==> src/rtl/burst_col_pkg.sv <==
package burst_col_pkg;
  localparam int LOW_W   = 3;
  localparam int BEAT_W  = 3;
  localparam int NIB_W   = 2;
  localparam logic [BEAT_W-1:0] LAST_BL4 = 3'd3;
  localparam logic [BEAT_W-1:0] LAST_BL8 = 3'd7;

  typedef struct packed {
    logic             bl8;
    logic             intlv;
    logic [LOW_W-1:0] start_lo;
  } burst_cfg_t;
endpackage

==> src/rtl/burst_offset_map.sv <==
module burst_offset_map
  import burst_col_pkg::*;
(
  input  burst_cfg_t        cfg_i,
  input  logic [BEAT_W-1:0] idx_i,
  output logic [LOW_W-1:0]  off_o,
  output logic              last_o
);
  logic [NIB_W-1:0] nib_pos;
  logic             nib_sel;

  always_comb begin
    nib_pos = cfg_i.start_lo[NIB_W-1:0] + idx_i[NIB_W-1:0];
    if (cfg_i.bl8)
      nib_sel = cfg_i.start_lo[LOW_W-1] ^ idx_i[BEAT_W-1];
    else
      nib_sel = cfg_i.start_lo[LOW_W-1];
    if (cfg_i.intlv)
      off_o = cfg_i.start_lo ^ idx_i;
    else
      off_o = {nib_sel, nib_pos};
    last_o = cfg_i.bl8 ? (idx_i == LAST_BL8) : (idx_i == LAST_BL4);
  end
endmodule

==> src/rtl/burst_seq_ctrl.sv <==
module burst_seq_ctrl
  import burst_col_pkg::*;
#(
  parameter int COL_W = 10
) (
  input  logic              clk,
  input  logic              rst_n,
  input  logic              start_i,
  input  logic [COL_W-1:0]  start_col_i,
  input  logic              bl8_i,
  input  logic              intlv_i,
  input  logic              ready_i,
  input  logic              last_i,
  output logic              valid_o,
  output logic [BEAT_W-1:0] idx_o,
  output burst_cfg_t        cfg_o,
  output logic [COL_W-1:0]  col_o,
  output logic              err_o
);
  logic fire;
  assign fire = valid_o && ready_i;

  always_ff @(posedge clk) begin
    if (!rst_n) begin
      valid_o <= 1'b0;
      idx_o   <= '0;
      cfg_o   <= '0;
      col_o   <= '0;
      err_o   <= 1'b0;
    end else begin
      err_o <= start_i && valid_o;
      if (!valid_o) begin
        if (start_i) begin
          valid_o        <= 1'b1;
          idx_o          <= '0;
          col_o          <= start_col_i;
          cfg_o.bl8      <= bl8_i;
          cfg_o.intlv    <= intlv_i;
          cfg_o.start_lo <= start_col_i[LOW_W-1:0];
        end
      end else if (fire) begin
        if (last_i) valid_o <= 1'b0;
        else        idx_o   <= idx_o + 1'b1;
      end
    end
  end


  stall_hold_chk: assert property (@(posedge clk) disable iff (!rst_n)
    valid_o && !ready_i |=> valid_o && $stable(idx_o) && $stable(cfg_o) && $stable(col_o));

  idle_start_chk: assert property (@(posedge clk) disable iff (!rst_n)
    !valid_o && start_i |=> valid_o && (idx_o == '0));

  end_drop_chk: assert property (@(posedge clk) disable iff (!rst_n)
    valid_o && ready_i && last_i |=> !valid_o);

  err_cause_chk: assert property (@(posedge clk) disable iff (!rst_n)
    err_o |-> $past(start_i && valid_o));
endmodule

==> src/rtl/burst_col_order.sv <==
module burst_col_order
  import burst_col_pkg::*;
#(
  parameter int COL_W = 10
) (
  input  logic             clk,
  input  logic             rst_n,
  input  logic             start_i,
  input  logic [COL_W-1:0] start_col_i,
  input  logic             bl8_i,
  input  logic             intlv_i,
  input  logic             beat_ready_i,
  output logic             beat_valid_o,
  output logic [COL_W-1:0] beat_col_o,
  output logic             beat_last_o,
  output logic             busy_err_o
);
  logic [BEAT_W-1:0] idx;
  burst_cfg_t        cfg;
  logic [COL_W-1:0]  col_q;
  logic [LOW_W-1:0]  off;
  logic              last_raw;

  burst_seq_ctrl #(.COL_W(COL_W)) u_ctrl (
    .clk(clk), .rst_n(rst_n), .start_i(start_i), .start_col_i(start_col_i),
    .bl8_i(bl8_i), .intlv_i(intlv_i), .ready_i(beat_ready_i), .last_i(last_raw),
    .valid_o(beat_valid_o), .idx_o(idx), .cfg_o(cfg), .col_o(col_q), .err_o(busy_err_o)
  );

  burst_offset_map u_map (
    .cfg_i(cfg), .idx_i(idx), .off_o(off), .last_o(last_raw)
  );

  generate
    if (COL_W > LOW_W) begin : g_upper
      assign beat_col_o = {col_q[COL_W-1:LOW_W], off};

      upper_hold_chk: assert property (@(posedge clk) disable iff (!rst_n)
        beat_valid_o && !(beat_ready_i && beat_last_o) |=>
        $stable(beat_col_o[COL_W-1:LOW_W]));
    end else begin : g_flat
      assign beat_col_o = off[COL_W-1:0];
    end
  endgenerate

  assign beat_last_o = beat_valid_o && last_raw;


  last_valid_chk: assert property (@(posedge clk) disable iff (!rst_n)
    beat_last_o |-> beat_valid_o);
endmodule

==> config.mk <==
export PLATFORM = sky130hd
export DESIGN_NAME = burst_col_order
export DESIGN_NICKNAME = d
export VERILOG_FILES = /design/src/rtl/burst_col_pkg.sv /design/src/rtl/burst_offset_map.sv /design/src/rtl/burst_seq_ctrl.sv /design/src/rtl/burst_col_order.sv
export SDC_FILE = /design/constraint.sdc
export NUM_CORES = 1
export LEC_CHECK = 0
export BUFFER_PORTS_ARGS = -buffer_cell sky130_fd_sc_hd__buf_2
export CAP_MARGIN = 20
export CORE_MARGIN = 5
export CORE_UTILIZATION = 46
export CTS_CLUSTER_SIZE = 28
export DETAILED_ROUTE_END_ITERATION = 7
export PLACE_DENSITY = 0.76
export SYNTH_ARGS = -nofsm -noshare
export SYNTH_HDL_FRONTEND = slang
export SYNTH_SLANG_ARGS = --single-unit
==> constraint.sdc <==
create_clock -name clk -period 1.2 [get_ports clk]
set_input_delay 0.12 -clock clk [delete_from_list [all_inputs] [get_ports clk]]
set_output_delay 0.12 -clock clk [all_outputs]
set_load 0.01 [all_outputs]
### Word level (Yosys, flattened, before mapping)

Cells that the tools add are included.

* $add $sub $neg: 2
* equality and inequality tests: 4
* mux-type cells: 11
* bitwise logic cells: 3
* reduce and logical (&&, ||, !) cells: 6

Operators with widths (number)
* $mux 3: 5
* $mux 1: 6
* $ne 2x2->1 const B: 2
* $add 3x1->3 const B: 1
* $eq 3x2->1 const B: 1
* $eq 3x3->1 const B: 1
* $logic_and 1x1->1: 3
* $reduce_and 3->1: 1
* $xor 3x3->3: 1
* $add 2x2->2: 1
* $reduce_and 2->1: 1
* $reduce_bool 2->1: 1
* $not 1->1: 1
* $xor 1x1->1: 1

* register bits after elaboration: 20
* input bits: 16
* output and inout bits: 13
* word-level logic and storage cells: 33

### Depth between registers and ports, before layout

Gate-level depths: netlist of run 1.

* depth after elaboration: 5
* gate-level depth with buffers: 4
* gate-level depth less buffers: 4

### By module

A second synthesis of run 1 with hierarchy kept.

* cell total of the unflattened synthesis: 85
* area, all modules: 726.9 um2

Modules (own cells, without submodules)
* burst_seq_ctrl: instances 1, cells an instance 76, area an instance 654.4 um2, sequential area each 340.3 um2
* burst_offset_map: instances 1, cells an instance 8, area an instance 66.3 um2, sequential area each 0.0 um2
* burst_col_order: instances 1, cells an instance 1, area an instance 6.3 um2, sequential area each 0.0 um2

### Worst setup path after synthesis of run 1

Ideal clock, no wire load.

* path type: register -> register
* from: register u_ctrl.idx_o[0]
* to: register u_ctrl.idx_o[0]
* library setup time: 0.123 ns
* data arrival time: 0.934 ns
* required time: 1.077 ns
* path slack: 0.142 ns
* cell stages (with the launch flop): 5
* path buffers: 0
* period minus slack after synthesis: 1.058 ns
* path through: dfxtp_1 ha_1 nor2_1 a32oi_1 a31oi_1

* longest elaborated chain between the ends: 4
* elaborated cells between the ends (all ways): 9
* classes of those cells: add/sub: 1; eq/ne: 3; mux: 4; reduce/logical: 1

Ends and longest elaborated chain
* start, declared: RTL line burst_seq_ctrl.sv:15 `output logic [BEAT_W-1:0] idx_o,`
* start signal, assigned: RTL line burst_seq_ctrl.sv:43 `else idx_o <= idx_o + 1'b1;`
* $add 3x1->3, or another cell as far along: RTL line burst_seq_ctrl.sv:43
* $mux 3 or $mux 1 (tied branches): RTL line burst_seq_ctrl.sv:42, burst_offset_map.sv:22
* $mux 3 or $ne 2x2->1 (tied branches)
* $mux 3 or $reduce_and 3->1 (tied branches)

Parallel ways exist; a longest one is shown, timed or not. The select of a mux whose other input is x is not followed.
A chain may end at the register's enable or synchronous reset.

### Worst setup path in the final report of run 1

* from: register u_ctrl.idx_o[0]
* to: output port beat_col_o[1]

* longest elaborated chain between the ends: 2

Ends and longest elaborated chain
* $add 2x2->2: RTL line burst_offset_map.sv:13 `nib_pos = cfg_i.start_lo[NIB_W-1:0] + idx_i[NIB_W-1:0];`
* $mux 3: RTL line burst_offset_map.sv:18 `if (cfg_i.intlv)`
* end, declared: RTL line burst_col_order.sv:14 `output logic [COL_W-1:0] beat_col_o,`

Every way passes these cells.

==> impl_metrics.toml, run 1 <==
[status]
status = "finished with violations"
violations = "negative setup slack"

[sta]
worst_pin_slew_ns = 0.444
relSlewSlack_pct = 70.4
setup_viol = 2
holdWs_ns = 0.0409
slew_violations = 0
min_period_ns = 1.32
hold_viol = 0
fin_ws_ns = -0.121
timing.final.crit_share_pct = 110
rsz0062_at_grt = "yes"
setup_tns_ns = -0.185
timing.fmax_mhz = 757
fin_skew_ns = 0.000698

[global_route]
grt_pass1_vias = 685
grt.overflow.total = 0
grt_usage_pct = 15.6
antenna_found_initial = 0
grt_pass1_wl_mm = 2.97
grt_max_degree = 15

[clock_tree]
cts_tree = "done"
ctsHoldBuffers = 0
numCtsBuffers = 3
clkSlewWorstSetupHoldPaths_ns = 0.09
clock_latency_ns = 0.30
cts.sinks = 17
clockBufferDepth = 2
htreeDepth = 1
root_buffer = "clkbuf_4"

[synth]
synth_nets = 106
ys_async_sr_fraction_pct = 0
synth-edff-count = 0
synthCells = 88
synth_area_sq_um = 737
ys_seq_area_share_pct = 46.2
syn_area_per_cell_sq_um = 8.37
ys_ff_latch = 17
netlist-cell-type-count = 22
ys.flop_type = "dfxtp_1"
yosysWarnings = 0

[critical_path]
cp-end-kind = "primary output"
reg2regPathDepth = 4
critical_path.max_fanout = 3
cpMaxStageDelayCell = "dfxtp_4"
path_class = "reg2out"
timing.rr.end = "u_ctrl.idx_o[1]$_SDFFE_PN0P_"
rr_startpoint = "u_ctrl.cfg_o[4]$_SDFFE_PN0P_"
cp-start-kind = "register"
slowest_delay_ns = 0.38
r2r_setup_slack_ns = 0.11
cp_cell_sequence = "ha_4 -> nor2b_4 -> xnor2_1 -> buf_2"
arrival_ns = 1.20
worst_ep_required_time_ns = 1.08

[drt]
ant_nets = 0
drt_iter0_drc = 4
vias_per_cell = 5.18
post-route-drc-count = 0
dr.pass1.iters = 2
dr_total_vias = 705
wl_mm = 1.73
wl_per_cell_um = 12.7

[min_path]
hold_start = "intlv_i"
hold_path.class = "in2reg"
holdPathStages = 3
min_to = "u_ctrl.cfg_o[3]$_SDFFE_PN0P_"

[cells_and_area]
utilization_pct = 66.9
nFillCells = 143
drive_above_1_share_pct = 39.2
fin_nets = 139
antenna_cells = 0
syn2layout_area_growth_pct = 36.8

[floorplanning]
die_h_um = 50.0
start_util_pct = 48.9
ioPinCount = 29
core_region_area_sq_um = 1510
rows = 14
fp.dieArea_sq_um = 2500
die_w_um = 50.0

[power]
power.density_nw_per_um2 = 1110
max-vdd-ir-drop_mv = 0.700
p_leak_nw = 0.435

[job]
drv_cap = 0

[place]
place_worst_setup_slack_ns = -0.0221
routabilityCongestion = 0.707
portBuffers = 28
hpwl_mm = 1.21
[power by group]
part | switching, mW | total [mW] | internal [mW] | leakage (nW)
clock | 0.183 | 0.312 | 0.130 | 0.0150
combinational | 0.0972 | 0.193 | 0.0954 | 0.277
sequential | 0.0214 | 0.612 | 0.590 | 0.143
[what timing repair did]
| action | in CTS | in global routing |
|---|---|---|
| pin swaps | 3 | 5 |
| gates resized for setup | 12 | 8 |
| setup endpoints to repair | 6 | 7 |
| setup buffers | 2 | 0 |
[how the worst max path moves through the flow]
stage | startpoint | to | slack (ns) | depth (start not counted)
2_1_floorplan | u_ctrl.idx_o[0]$_SDFFE_PN0P_ | u_ctrl.idx_o[0]$_SDFFE_PN0P_ | 0.14 | 4
3_3_place_gp | u_ctrl.idx_o[0]$_SDFFE_PN0P_ | u_ctrl.idx_o[0]$_SDFFE_PN0P_ | 0.07 | 4
3_5_place_dp | u_ctrl.idx_o[0]$_SDFFE_PN0P_ | u_ctrl.idx_o[0]$_SDFFE_PN0P_ | -0.02 | 4
4_1_cts | u_ctrl.idx_o[1]$_SDFFE_PN0P_ | beat_last_o | -0.16 | 3
5_1_grt | u_ctrl.idx_o[0]$_SDFFE_PN0P_ | beat_col_o[1] | -0.17 | 4
6_report | u_ctrl.idx_o[0]$_SDFFE_PN0P_ | beat_col_o[1] | -0.12 | 4
[sequential cells by signal, summed over array words and instances (netlist names)]
register and cells:
u_ctrl.col_o 10, u_ctrl.idx_o 3, u_ctrl.cfg_o 2, u_ctrl.err_o 1
u_ctrl.valid_o 1
[worst max-delay path, delay by kind of cell, from the launching register on]
kind                     cells  cell delay, ns
XOR/XNOR                     1            0.11
buffers and inverters        1            0.15
flip-flops                   1            0.38
adder cells (fa/ha/maj)      1            0.15
AND/OR/NAND/NOR              1            0.11
[cells in the mapped netlist, drive strengths merged, types with 2 or more instances]
master,count,area [sq um]
buf,3,22.5
a21oi,14,70.1
xnor2,4,35.0
and3,2,12.5
nand4,2,12.5
dfxtp,17,340
o21ai,3,15.0
nand2,25,93.8
ha,2,25.0
nor2,2,7.51
nand3,2,10.0
mux2i,2,20.0
[per-stage QoR]
stage / total power [mW] / area [sq um] / cells
3_3_place_gp: 0.792 / 898 / 130
3_5_place_dp: 0.799 / 898 / 130
5_1_grt: 1.19 / 1010 / 136
6_report: 1.12 / 1010 / 136
2_1_floorplan: 0.722 / 737 / 88
4_1_cts: 1.12 / 980 / 136
[layer usage]
| metal | track usage (%) | vias to the layer above | part of all wire, % |
|---|---|---|---|
| li1 | - | 368 | - |
| met1 | 16.9 | 317 | 43 |
| met2 | 25.3 | 15 | 49 |
| met3 | 6.02 | 5 | 5.9 |
| met4 | 9.17 | 0 | 2.2 |
| met5 | 0 | - | 0 |
[logic make-up (layout without fill, tap and decap cells)]
family,after synthesis,count (layout),synth area share [%]
buffers and inverters,5,37,4.07
xor gates and xnor gates,4,4,4.75
muxes,2,2,2.72
DFF,17,17,46.2
adders and majority gates,2,2,3.40
AOI/OAI and AO/OA,21,21,15.8
and+or+nand+nor,37,37,23.1
[cell usage in the layout (no fill, tap or decap), drive strengths merged, types with 2 or more instances in the layout]
cell type	n
buf	32
nand2	25
dfxtp	17
a21oi	14
xnor2	4
clkbuf	4
o21ai	3
and3	2
nor2	2
nand4	2
nand3	2
mux2i	2
ha	2
[area by class of cell]
class                      instances  area, sq um  share of cell area (%)
sequential                        17          355                    35.2
inverter                           1         3.75                   0.372
timing repair buffer              32          193                    19.1
multi-input combinational         66          410                    40.7
tap                               16         20.0                    1.99
clock buffer                       4         26.3                    2.61
Note: power is estimated with default switching activity, not from simulation.
==> inputs of run 2 (changes only) <==
PLACE_DENSITY = 0.82   (was 0.76)
==> impl_metrics.toml, run 2 (synthesis gave the netlist of run 1 again) <==
[cells_and_area]
fin_nets = 141
top_register = "u_ctrl.col_o"
utilization_pct = 67.0
nFillCells = 130
syn2layout_area_growth_pct = 37.0
fin_cells = 138
reg_top3 = "u_ctrl.col_o (10), u_ctrl.idx_o (3), u_ctrl.cfg_o (2)"
antenna_cells = 0
mostFrequentLayoutCells = "buf_2, nand2_1, a21oi_1"
drive_above_1_share_pct = 41.8
largest_reg_flops = 10
final_common_cell = "buf_2"

[clock_tree]
root_buffer = "clkbuf_4"
cts.sinks = 17
clockBufferDepth = 2
htreeDepth = 1
ctsHoldBuffers = 0
clock_latency_ns = 0.29
numCtsBuffers = 3
clkSlewWorstSetupHoldPaths_ns = 0.10
cts_tree = "done"

[drt]
wl_mm = 1.87
drt_iter0_drc = 15
ant_nets = 0
dr_total_vias = 715
dr.pass1.iters = 4
post-route-drc-count = 0
vias_per_cell = 5.18
wl_per_cell_um = 13.6

[critical_path]
arrival_ns = 1.21
cpMaxStageDelayCell = "dfxtp_4"
critical-path-top-delay-family = "flip-flops"
cp.depth = 4
path_class = "reg2out"
cp-end-kind = "primary output"
cp_cell_sequence = "ha_4 -> nor2b_4 -> xnor2_1 -> buf_2"
cp-start-kind = "register"
slowest_delay_ns = 0.38
critical_path.max_fanout = 5
crit_buf_inv = 1
reg2regPathDepth = 4
worst_ep_required_time_ns = 1.08

[sta]
min_period_ns = 1.33
worst_pin_slew_ns = 0.436
relSlewSlack_pct = 70.9
setup_tns_ns = -0.211
fin_ws_ns = -0.130
hold_viol = 0
slew_violations = 0
timing.fmax_mhz = 752
timing.final.crit_share_pct = 111
setup_viol = 2
fin_skew_ns = 0.00523
rsz0062_at_grt = "yes"

[global_route]
antenna_found_initial = 0
grt_use_met2_pct = 25.7
use_met1_pct = 16.4
grt.overflow.total = 0
grt_usage_pct = 15.7
gr-usage-met3_pct = 6.93
grt_pass1_vias = 689
grt_max_degree = 15
grt_pass1_wl_mm = 3.02
grt-busiest-layer = "met2"

[power]
max-vdd-ir-drop_mv = 0.745
power.density_nw_per_um2 = 1100
p_leak_nw = 0.443
totalPowerFinal_mw = 1.11

[place]
portBuffers = 28
routabilityCongestion = 0.724
place_worst_setup_slack_ns = 0.0201
hpwl_mm = 1.29
dp.cells = 131

[floorplanning]
die_w_um = 50.0
die_h_um = 50.0
start_util_pct = 48.9
core_region_area_sq_um = 1510
ioPinCount = 29
fp.dieArea_sq_um = 2500
rows = 14

[job]
drv_cap = 0

[status]
status = "finished with violations"
violations = "negative setup slack"

[min_path]
holdPathStages = 3
hold_path.class = "in2reg"
==> run 2: cell types whose count changed in the layout (fill, tap and decap cells not counted) <==
cell      delta
buf_6        -1
clkbuf_1     -1
dfxtp_1      -1
clkinv_2     +1
dfxtp_2      +1
buf_4        +4
buf_12       -1
==> run 2: repair_timing <==
action	4_1_cts	5_1_grt
endpoints found under the setup margin	5	5
setup buffers	0	3
gates resized for setup	9	11
pin swaps	2	4
==> run 2: worst register-to-register path, delay by kind of cell (launching register included) <==
family | cells | cell delay [ns]
flops | 1 | 0.37
xor+xnor | 1 | 0.20
buf+inv | 1 | 0.15
compound gates | 1 | 0.23
simple gates | 1 | 0.12
==> run 2: through the flow <==
step / instance area [sq um] / hold slack [ns]
final: 1010 / 0.0477
after global routing: 1010 / 0.0394
after CTS: 965 / 0.0503
after detailed placement: 893 / 0.367
after global placement: 893 / 0.361
after floorplan: 737 / 0.252
==> run 2: layout make-up <==
class                      count  area, sq um  share of cell area [%]
multi-input combinational     66          410                    40.6
sequential                    17          357                    35.3
timing repair buffer          34          191                    19.0
clock buffer                   3         22.5                    2.23
tap                           16         20.0                    1.98
clock inverter                 1         5.00                   0.496
inverter                       1         3.75                   0.372
==> run 2: worst paths after layout <==
check	end	slack, ns	start
worst max-delay path	beat_col_o[1]	-0.13	u_ctrl.idx_o[0]$_SDFFE_PN0P_
worst min-delay path	u_ctrl.col_o[8]$_SDFFE_PN0P_	0.05	start_col_i[8]
worst max register to register	u_ctrl.idx_o[0]$_SDFFE_PN0P_	0.03	u_ctrl.cfg_o[4]$_SDFFE_PN0P_
worst min register to register	u_ctrl.col_o[3]$_SDFFE_PN0P_	0.46	u_ctrl.col_o[3]$_SDFFE_PN0P_
==> run 2: per-layer routing <==
layer	vias to the layer above	routed length, um
li1	368	-
met1	317	719
met2	22	993
met3	8	97
met4	0	63
met5	-	0
==> run 2: where the power goes <==
part | internal [mW] | switching, mW
Sequential | 0.591 | 0.0227
Clock | 0.124 | 0.187
Combinational | 0.0927 | 0.0976
